===== src/rtl/pwdec_pkg.sv =====
package pwdec_pkg;

  typedef enum logic [1:0] {
    CNT_CLEAR = 2'd0,
    CNT_UP    = 2'd1,
    CNT_DOWN  = 2'd2,
    CNT_HOLD  = 2'd3
  } cnt_op_e;

endpackage


===== src/rtl/pwdec_edge.sv =====
module pwdec_edge (
  input  logic clk,
  input  logic rst,
  input  logic ser_in,
  output logic start
);

  logic low_seen_q;

  always_ff @(posedge clk) begin
    if (rst) low_seen_q <= 1'b0;
    else     low_seen_q <= ~ser_in;
  end

  assign start = ser_in & low_seen_q;

  p_start_single_r2: assert property (@(posedge clk) disable iff (rst)
    start |=> !start);

  p_start_after_low_r2: assert property (@(posedge clk) disable iff (rst)
    start |-> (ser_in && !$past(ser_in) && !$past(rst)));

endmodule


===== src/rtl/pwdec_counter.sv =====
module pwdec_counter
  import pwdec_pkg::*;
#(
  parameter int CNT_W = 10
) (
  input  logic clk,
  input  logic rst,
  input  logic ser_in,
  input  logic start,
  output logic cnt_msb
);

  localparam int MSB = CNT_W - 1;
  localparam logic [CNT_W-1:0] ONE = CNT_W'(1);

  logic [CNT_W-1:0] cnt_q;
  cnt_op_e          op;

  always_comb begin
    if (start)              op = CNT_CLEAR;
    else if (ser_in)        op = CNT_UP;
    else if (!cnt_q[MSB])   op = CNT_DOWN;
    else                    op = CNT_HOLD;
  end

  always_ff @(posedge clk) begin
    if (rst) begin
      cnt_q <= '0;
    end else begin
      case (op)
        CNT_CLEAR: cnt_q <= '0;
        CNT_UP:    cnt_q <= cnt_q + ONE;
        CNT_DOWN:  cnt_q <= cnt_q - ONE;
        default:   cnt_q <= cnt_q;
      endcase
    end
  end

  assign cnt_msb = cnt_q[MSB];

  p_reset_cnt_r1: assert property (@(posedge clk)
    rst |=> (cnt_q == '0));

  p_clear_on_start_r3: assert property (@(posedge clk) disable iff (rst)
    start |=> (cnt_q == '0));

  p_count_up_r4: assert property (@(posedge clk) disable iff (rst)
    (!start && ser_in) |=> (cnt_q == $past(cnt_q) + ONE));

  p_count_down_r5: assert property (@(posedge clk) disable iff (rst)
    (!start && !ser_in && !cnt_q[MSB]) |=> (cnt_q == $past(cnt_q) - ONE));

  p_freeze_r6: assert property (@(posedge clk) disable iff (rst)
    (!start && !ser_in && cnt_q[MSB]) |=> $stable(cnt_q));

endmodule


===== src/rtl/pwdec_capture.sv =====
module pwdec_capture (
  input  logic clk,
  input  logic rst,
  input  logic start,
  input  logic cnt_msb,
  output logic bit_out
);

  always_ff @(posedge clk) begin
    if (rst)        bit_out <= 1'b0;
    else if (start) bit_out <= cnt_msb;
  end

  p_reset_out_r1: assert property (@(posedge clk)
    rst |=> !bit_out);

  p_out_stable_r7: assert property (@(posedge clk) disable iff (rst)
    !start |=> $stable(bit_out));

  p_out_load_r7: assert property (@(posedge clk) disable iff (rst)
    start |=> (bit_out == $past(cnt_msb)));

endmodule


===== src/rtl/pwdec_top.sv =====
module pwdec_top #(
  parameter int CNT_W = 10
) (
  input  logic clk,
  input  logic rst,
  input  logic ser_in,
  output logic bit_out
);

  logic start;
  logic cnt_msb;

  pwdec_edge u_edge (
    .clk    (clk),
    .rst    (rst),
    .ser_in (ser_in),
    .start  (start)
  );

  pwdec_counter #(.CNT_W(CNT_W)) u_counter (
    .clk     (clk),
    .rst     (rst),
    .ser_in  (ser_in),
    .start   (start),
    .cnt_msb (cnt_msb)
  );

  pwdec_capture u_capture (
    .clk     (clk),
    .rst     (rst),
    .start   (start),
    .cnt_msb (cnt_msb),
    .bit_out (bit_out)
  );

endmodule


===== config.mk =====
export PLATFORM = sky130hd
export DESIGN_NAME = pwdec_top
export DESIGN_NICKNAME = d
export VERILOG_FILES = /design/src/rtl/pwdec_pkg.sv /design/src/rtl/pwdec_edge.sv /design/src/rtl/pwdec_counter.sv /design/src/rtl/pwdec_capture.sv /design/src/rtl/pwdec_top.sv
export SDC_FILE = /design/constraint.sdc
export NUM_CORES = 1
export LEC_CHECK = 0
export BUFFER_PORTS_ARGS = -buffer_cell sky130_fd_sc_hd__buf_2
export CAP_MARGIN = 20
export CELL_PAD_IN_SITES_DETAIL_PLACEMENT = 0
export CELL_PAD_IN_SITES_GLOBAL_PLACEMENT = 1
export CORE_MARGIN = 3
export CORE_UTILIZATION = 25
export CTS_BUF_LIST = sky130_fd_sc_hd__clkbuf_4 sky130_fd_sc_hd__clkbuf_8
export CTS_CLUSTER_SIZE = 10
export DETAILED_ROUTE_END_ITERATION = 6
export GPL_TIMING_DRIVEN = 1
export PLACE_DENSITY_LB_ADDON = 0.1
export SLEW_MARGIN = 20
export SYNTH_ARGS = -nofsm -noshare
export SYNTH_HDL_FRONTEND = slang
export SYNTH_SLANG_ARGS = --single-unit

===== constraint.sdc =====
create_clock -name clk -period 3.8 [get_ports clk]
set_input_delay 0.19 -clock clk [delete_from_list [all_inputs] [get_ports clk]]
set_output_delay 0.19 -clock clk [all_outputs]
set_load 0.02 [all_outputs]

### Word level (Yosys, flattened, before mapping)

Index checks and enable logic that the tools add are counted.

| word-level totals | value |
|---|---|
| register bits after elaboration | 12 |
| bits of input ports | 3 |
| output and inout bits | 1 |
| word-level logic and storage cells | 15 |

| cells by class | value |
|---|---|
| $add $sub $neg | 2 |
| equal/unequal tests | 2 |
| muxes and demuxes | 4 |
| bitwise logic cells | 2 |
| reduce and logical (&&, ||, !) cells | 2 |

Operator list:

| kind | count |
|---|---|
| one-hot mux 10 bit (3 select lines) | 1 |
| adder 10 x 1 -> 10 bit (second input constant) | 1 |
| subtractor 10 x 1 -> 10 bit (second input constant) | 1 |
| two-way mux 2 bit | 2 |
| nonzero test 3 bit | 1 |
| equality test 2 x 1 -> 1 bit (second input constant) | 1 |
| equality test 2 bit (second input constant) | 1 |
| logical NOT 2 bit | 1 |
| AND 1 bit | 1 |
| two-way mux 1 bit | 1 |
| NOT 1 bit | 1 |

### Logic depth before layout (Yosys ltp)

| depth | value |
|---|---|
| word-level depth | 5 |
| mapped depth | 10 |
| gate-level depth less buffers | 8 |

### By module

Synthesis repeated with hierarchy kept, for this count alone.

| unflattened totals | value |
|---|---|
| cells, all modules | 151 |
| area, all modules | 1162.4 µm² |

By module, submodules not included:

| module | times used | cells each | area an instance (µm²) | sequential area each (µm²) |
|---|---|---|---|---|
| pwdec_counter | 1 | 145 | 1098.6 | 200.2 |
| pwdec_capture | 1 | 3 | 33.8 | 20.0 |
| pwdec_edge | 1 | 3 | 30.0 | 20.0 |

### Worst setup path after synthesis

Ideal clock, no wire load.

| path | value |
|---|---|
| kind | register -> register |
| start point | reg u_counter.cnt_q[9] |
| end point | reg u_counter.cnt_q[9] |
| library setup time | 0.122 ns |
| arrival | 2.043 ns |
| data required time | 3.678 ns |
| slack | 1.635 ns |
| stages on the path, launching flop included | 11 |
| buffers on the path | 2 |
| period minus slack after synthesis | 2.165 ns |
| path through | dfxtp_1 -> or2_1 -> buf_6 -> inv_4 -> buf_6 -> ha_1 -> or4b_1 -> a211oi_2 -> a211oi_1 -> mux2i_1 -> a21oi_1 |

| between the ends | value |
|---|---|
| cells in the longest elaborated chain, start to end | 5 |
| elaborated cells between the ends (all ways) | 10 |
| classes of those cells | add/sub: 2; eq/ne: 2; mux: 4; reduce/logical: 2 |

Ends and longest elaborated chain:

| element | line | source |
|---|---|---|
| start: declaration | pwdec_counter.sv:16 | `logic [CNT_W-1:0] cnt_q;` |
| start signal: assignment | pwdec_counter.sv:32 | `CNT_UP: cnt_q <= cnt_q + ONE;` |
| start signal: assignment | pwdec_counter.sv:33 | `CNT_DOWN: cnt_q <= cnt_q - ONE;` |
| start signal: assignment | pwdec_counter.sv:34 | `default: cnt_q <= cnt_q;` |
| parallel branches: the longest is 5 deep, another holds subtractor 10 x 1 -> 10 bit | n/a |  |

Parallel ways; which one is timed is not known.
A chain may end at the register's enable or synchronous reset.

### Final worst setup path

Same ends and word-level chain as after synthesis.

==> flow_summary.ini <==
[finish]
final_util_pct = 27.7
drive_above_1_share_pct = 11.8
syn2layout_area_growth_pct = 1.96
fillers = 401
finalNetCount = 125
insertedDiodeCount = 0

[timing]
setup_ws_ns = 1.17
slew_viol_final = 0
finalSetupTns_ns = 0
finClkSkew_ns = 0.00307
tightest_slew_ns = 0.598
min_period_over_period_pct = 69.1
fin_crit_ns = 2.63
slew_headroom_pct = 60.0
hold_viol = 0
fmax_mhz = 381
setup_violations = 0
rsz0062_at_grt = no

[clock_network]
htreeDepth = 1
clockBufferDepth = 2
cts_tree = done
path_clk_slew_ns = 0.06
cts_hold_buf = 0
cts_resized = 0
cts_sinks = 12
root_buffer = clkbuf_8
insertion_delay_ns = 0.25
cts_setup_buffers = 0
numCtsBuffers = 3

[setup_path]
critPathRequiredTime_ns = 3.92
cpLargestDelayFamily = simple AND/OR/NAND/NOR gates
crit_chain = or2_1, inv_4, ha_1, or4b_1, a211oi_2, a211oi_1, mux2i_1, a21oi_1
critPathBufInv = 1
r2r_start = u_counter.cnt_q[9]
slowest_stage = dfxtp_1
worstSetupPathType = reg2reg
rrSetupSlack_ns = 1.17
r2r_end = u_counter.cnt_q[9]
slowest_delay_ns = 0.54
crit_arrival_ns = 2.75
reg2reg_depth = 8
critPathMaxFanout = 12
startpoint_type = flip-flop
crit_path_end_kind = flip-flop
critPathLaunch = u_counter.cnt_q[9]

[power_and_ir_drop]
p_total_w = 0.000512
seq_power_share_pct = 37.1
p_sw_share_pct = 38.1
power_density_nw_per_um2 = 525
p_clk_share_pct = 27.9
comb_power_share_pct = 35.0
ir_worst_vdd_uv = 204
switchingPower_w = 0.000195
p_int_w = 0.000317
power.leakage_nw = 0.353

[global_routing]
grt_pass1_wl_mm = 3.86
grt_pass1_vias = 755
grt_overflow_total = 0
antenna_found_initial = 0
grt_usage_pct = 11.4
grt_max_degree = 14

[floorplanning]
core_area_um2 = 3520
io_pins = 4
initial_core_util_pct = 27.2
num_rows = 21
die_y_um = 67.9
die_w_um = 67.9
die_area_um2 = 4610

[status]
status = completed

[drt]
dr.pass1.iters = 4
wire_per_inst_um = 14.1
postRouteAntennaNets = 0
dr_total_vias = 881
drt_wl_total_mm = 2.33
drc_errors = 0
drt-initial-drc-count = 64
viasPerCell = 5.34

[placement]
pre_cts_ws_ns = 1.17
finalWeightedCongestion = 0.737
io_buffers = 3
hpwl_mm = 1.69

[synthesis]
synth_area_um2 = 957
synthesis.nets = 127
yosys_register_bits = 12
synth_cell_type_count = 43
syn_inst = 122
yosys_warnings = 0
async_reset_ff_share_pct = 0
synth_edf_count = 0
seq_area_frac_synth_pct = 25.1
syn_avg_cell_area_um2 = 7.85
synthFlopType = dfxtp_1

[min_path]
min_path_type = in2reg
hold_path_end = u_counter.cnt_q[2]
whs_path_depth = 2
hold_start = rst

[job]
max_cap_violations = 0
==> cell families (layout without fill, tap and decap cells) <==
logic type	count (synthesis)	after routing	synth area share, %
AOI/OAI and AO/OA	34	34	23.8
xor gates and xnor gates	6	6	5.49
buffers and inverters	12	9	12.4
DFF	12	12	25.1
muxes	1	1	1.05
adders and majority gates	2	2	2.61
and+or+nand+nor	55	55	29.5
==> layout make-up <==
| class | instances | area [um2] | share of cell area (%) |
|---|---|---|---|
| Multi-Input combinational cell | 98 | 598 | 61.3 |
| Sequential cell | 12 | 240 | 24.6 |
| Tap cell | 46 | 57.6 | 5.90 |
| Clock buffer | 4 | 55.1 | 5.64 |
| Timing Repair Buffer | 3 | 15.0 | 1.54 |
| Inverter | 2 | 10.0 | 1.03 |
==> sequential cells by signal (all words and copies together), names as in the netlist <==
signal             flops
u_counter.cnt_q       10
u_capture.bit_out      1
u_edge.low_seen_q      1
==> per-layer routing <==
layer	up-vias	GRT usage, %	part of all wire, %
met3	4	1.64	7.2
li1	439	-	-
met1	399	16.0	48
met5	-	0	0
met4	0	5.96	1.7
met2	39	16.6	43
==> cells in the mapped netlist (2+ instances only) <==
library cell  number  area share (%)
o21ai_0            3             1.6
dfxtp_1           12              25
a31oi_1            2             1.3
a22oi_1            2             1.6
buf_6              4             4.7
nor2_1            16             6.3
xor2_1             4             3.7
o21ai_1            3             1.6
nor3_1             6             3.1
nand4_1            2             1.3
xnor2_1            2             1.8
a211oi_1           6             4.7
nand2_1           14             5.5
nand3_1            5             2.6
clkbuf_8           4             5.8
ha_1               2             2.6
a21oi_1            8             4.2
o22ai_1            2             1.3
==> stage by stage <==
step / hold WS, ns / instance area [um2] / instances
after floorplan: 0.303 / 957 / 122
after global placement: 0.445 / 921 / 161
after detailed placement: 0.455 / 921 / 161
after CTS: 0.294 / 976 / 165
after global routing: 0.312 / 976 / 165
final: 0.287 / 976 / 165
==> layout by cell type, fill, tap and decap left out, drive strengths merged, types with 2 or more instances in the layout <==
master,n
a2111oi,2
a211oi,7
a21oi,8
a22oi,2
a31oi,2
and3,2
buf,3
clkbuf,4
dfxtp,12
ha,2
inv,2
nand2,14
nand3,5
nand4,2
nor2,16
nor3,7
nor3b,2
o21ai,6
o22ai,2
xnor2,2
xor2,4
==> worst max-delay path by stage <==
| stage | end | slack, ns | cells past startpoint |
|---|---|---|---|
| after CTS | u_counter.cnt_q[9] | 1.16 | 8 |
| after global routing | u_counter.cnt_q[9] | 0.99 | 8 |
| final | u_counter.cnt_q[9] | 1.17 | 8 |
| after global placement | u_counter.cnt_q[9] | 1.22 | 8 |
| after floorplan | u_counter.cnt_q[9] | 1.64 | 10 |
| after detailed placement | u_counter.cnt_q[9] | 1.17 | 8 |
==> power by group through the flow <==
stage | Sequential [W] | Clock (W) | Combinational (W)
finish | 0.000190 | 0.000143 | 0.000179
global route | 0.000194 | 0.000152 | 0.000205
CTS | 0.000190 | 0.000148 | 0.000179
detailed placement | 0.000192 | 0 | 0.000178
global placement | 0.000194 | 0 | 0.000186
floorplan | 0.000166 | 0 | 0.000188
(Power assumes the default switching activity.)
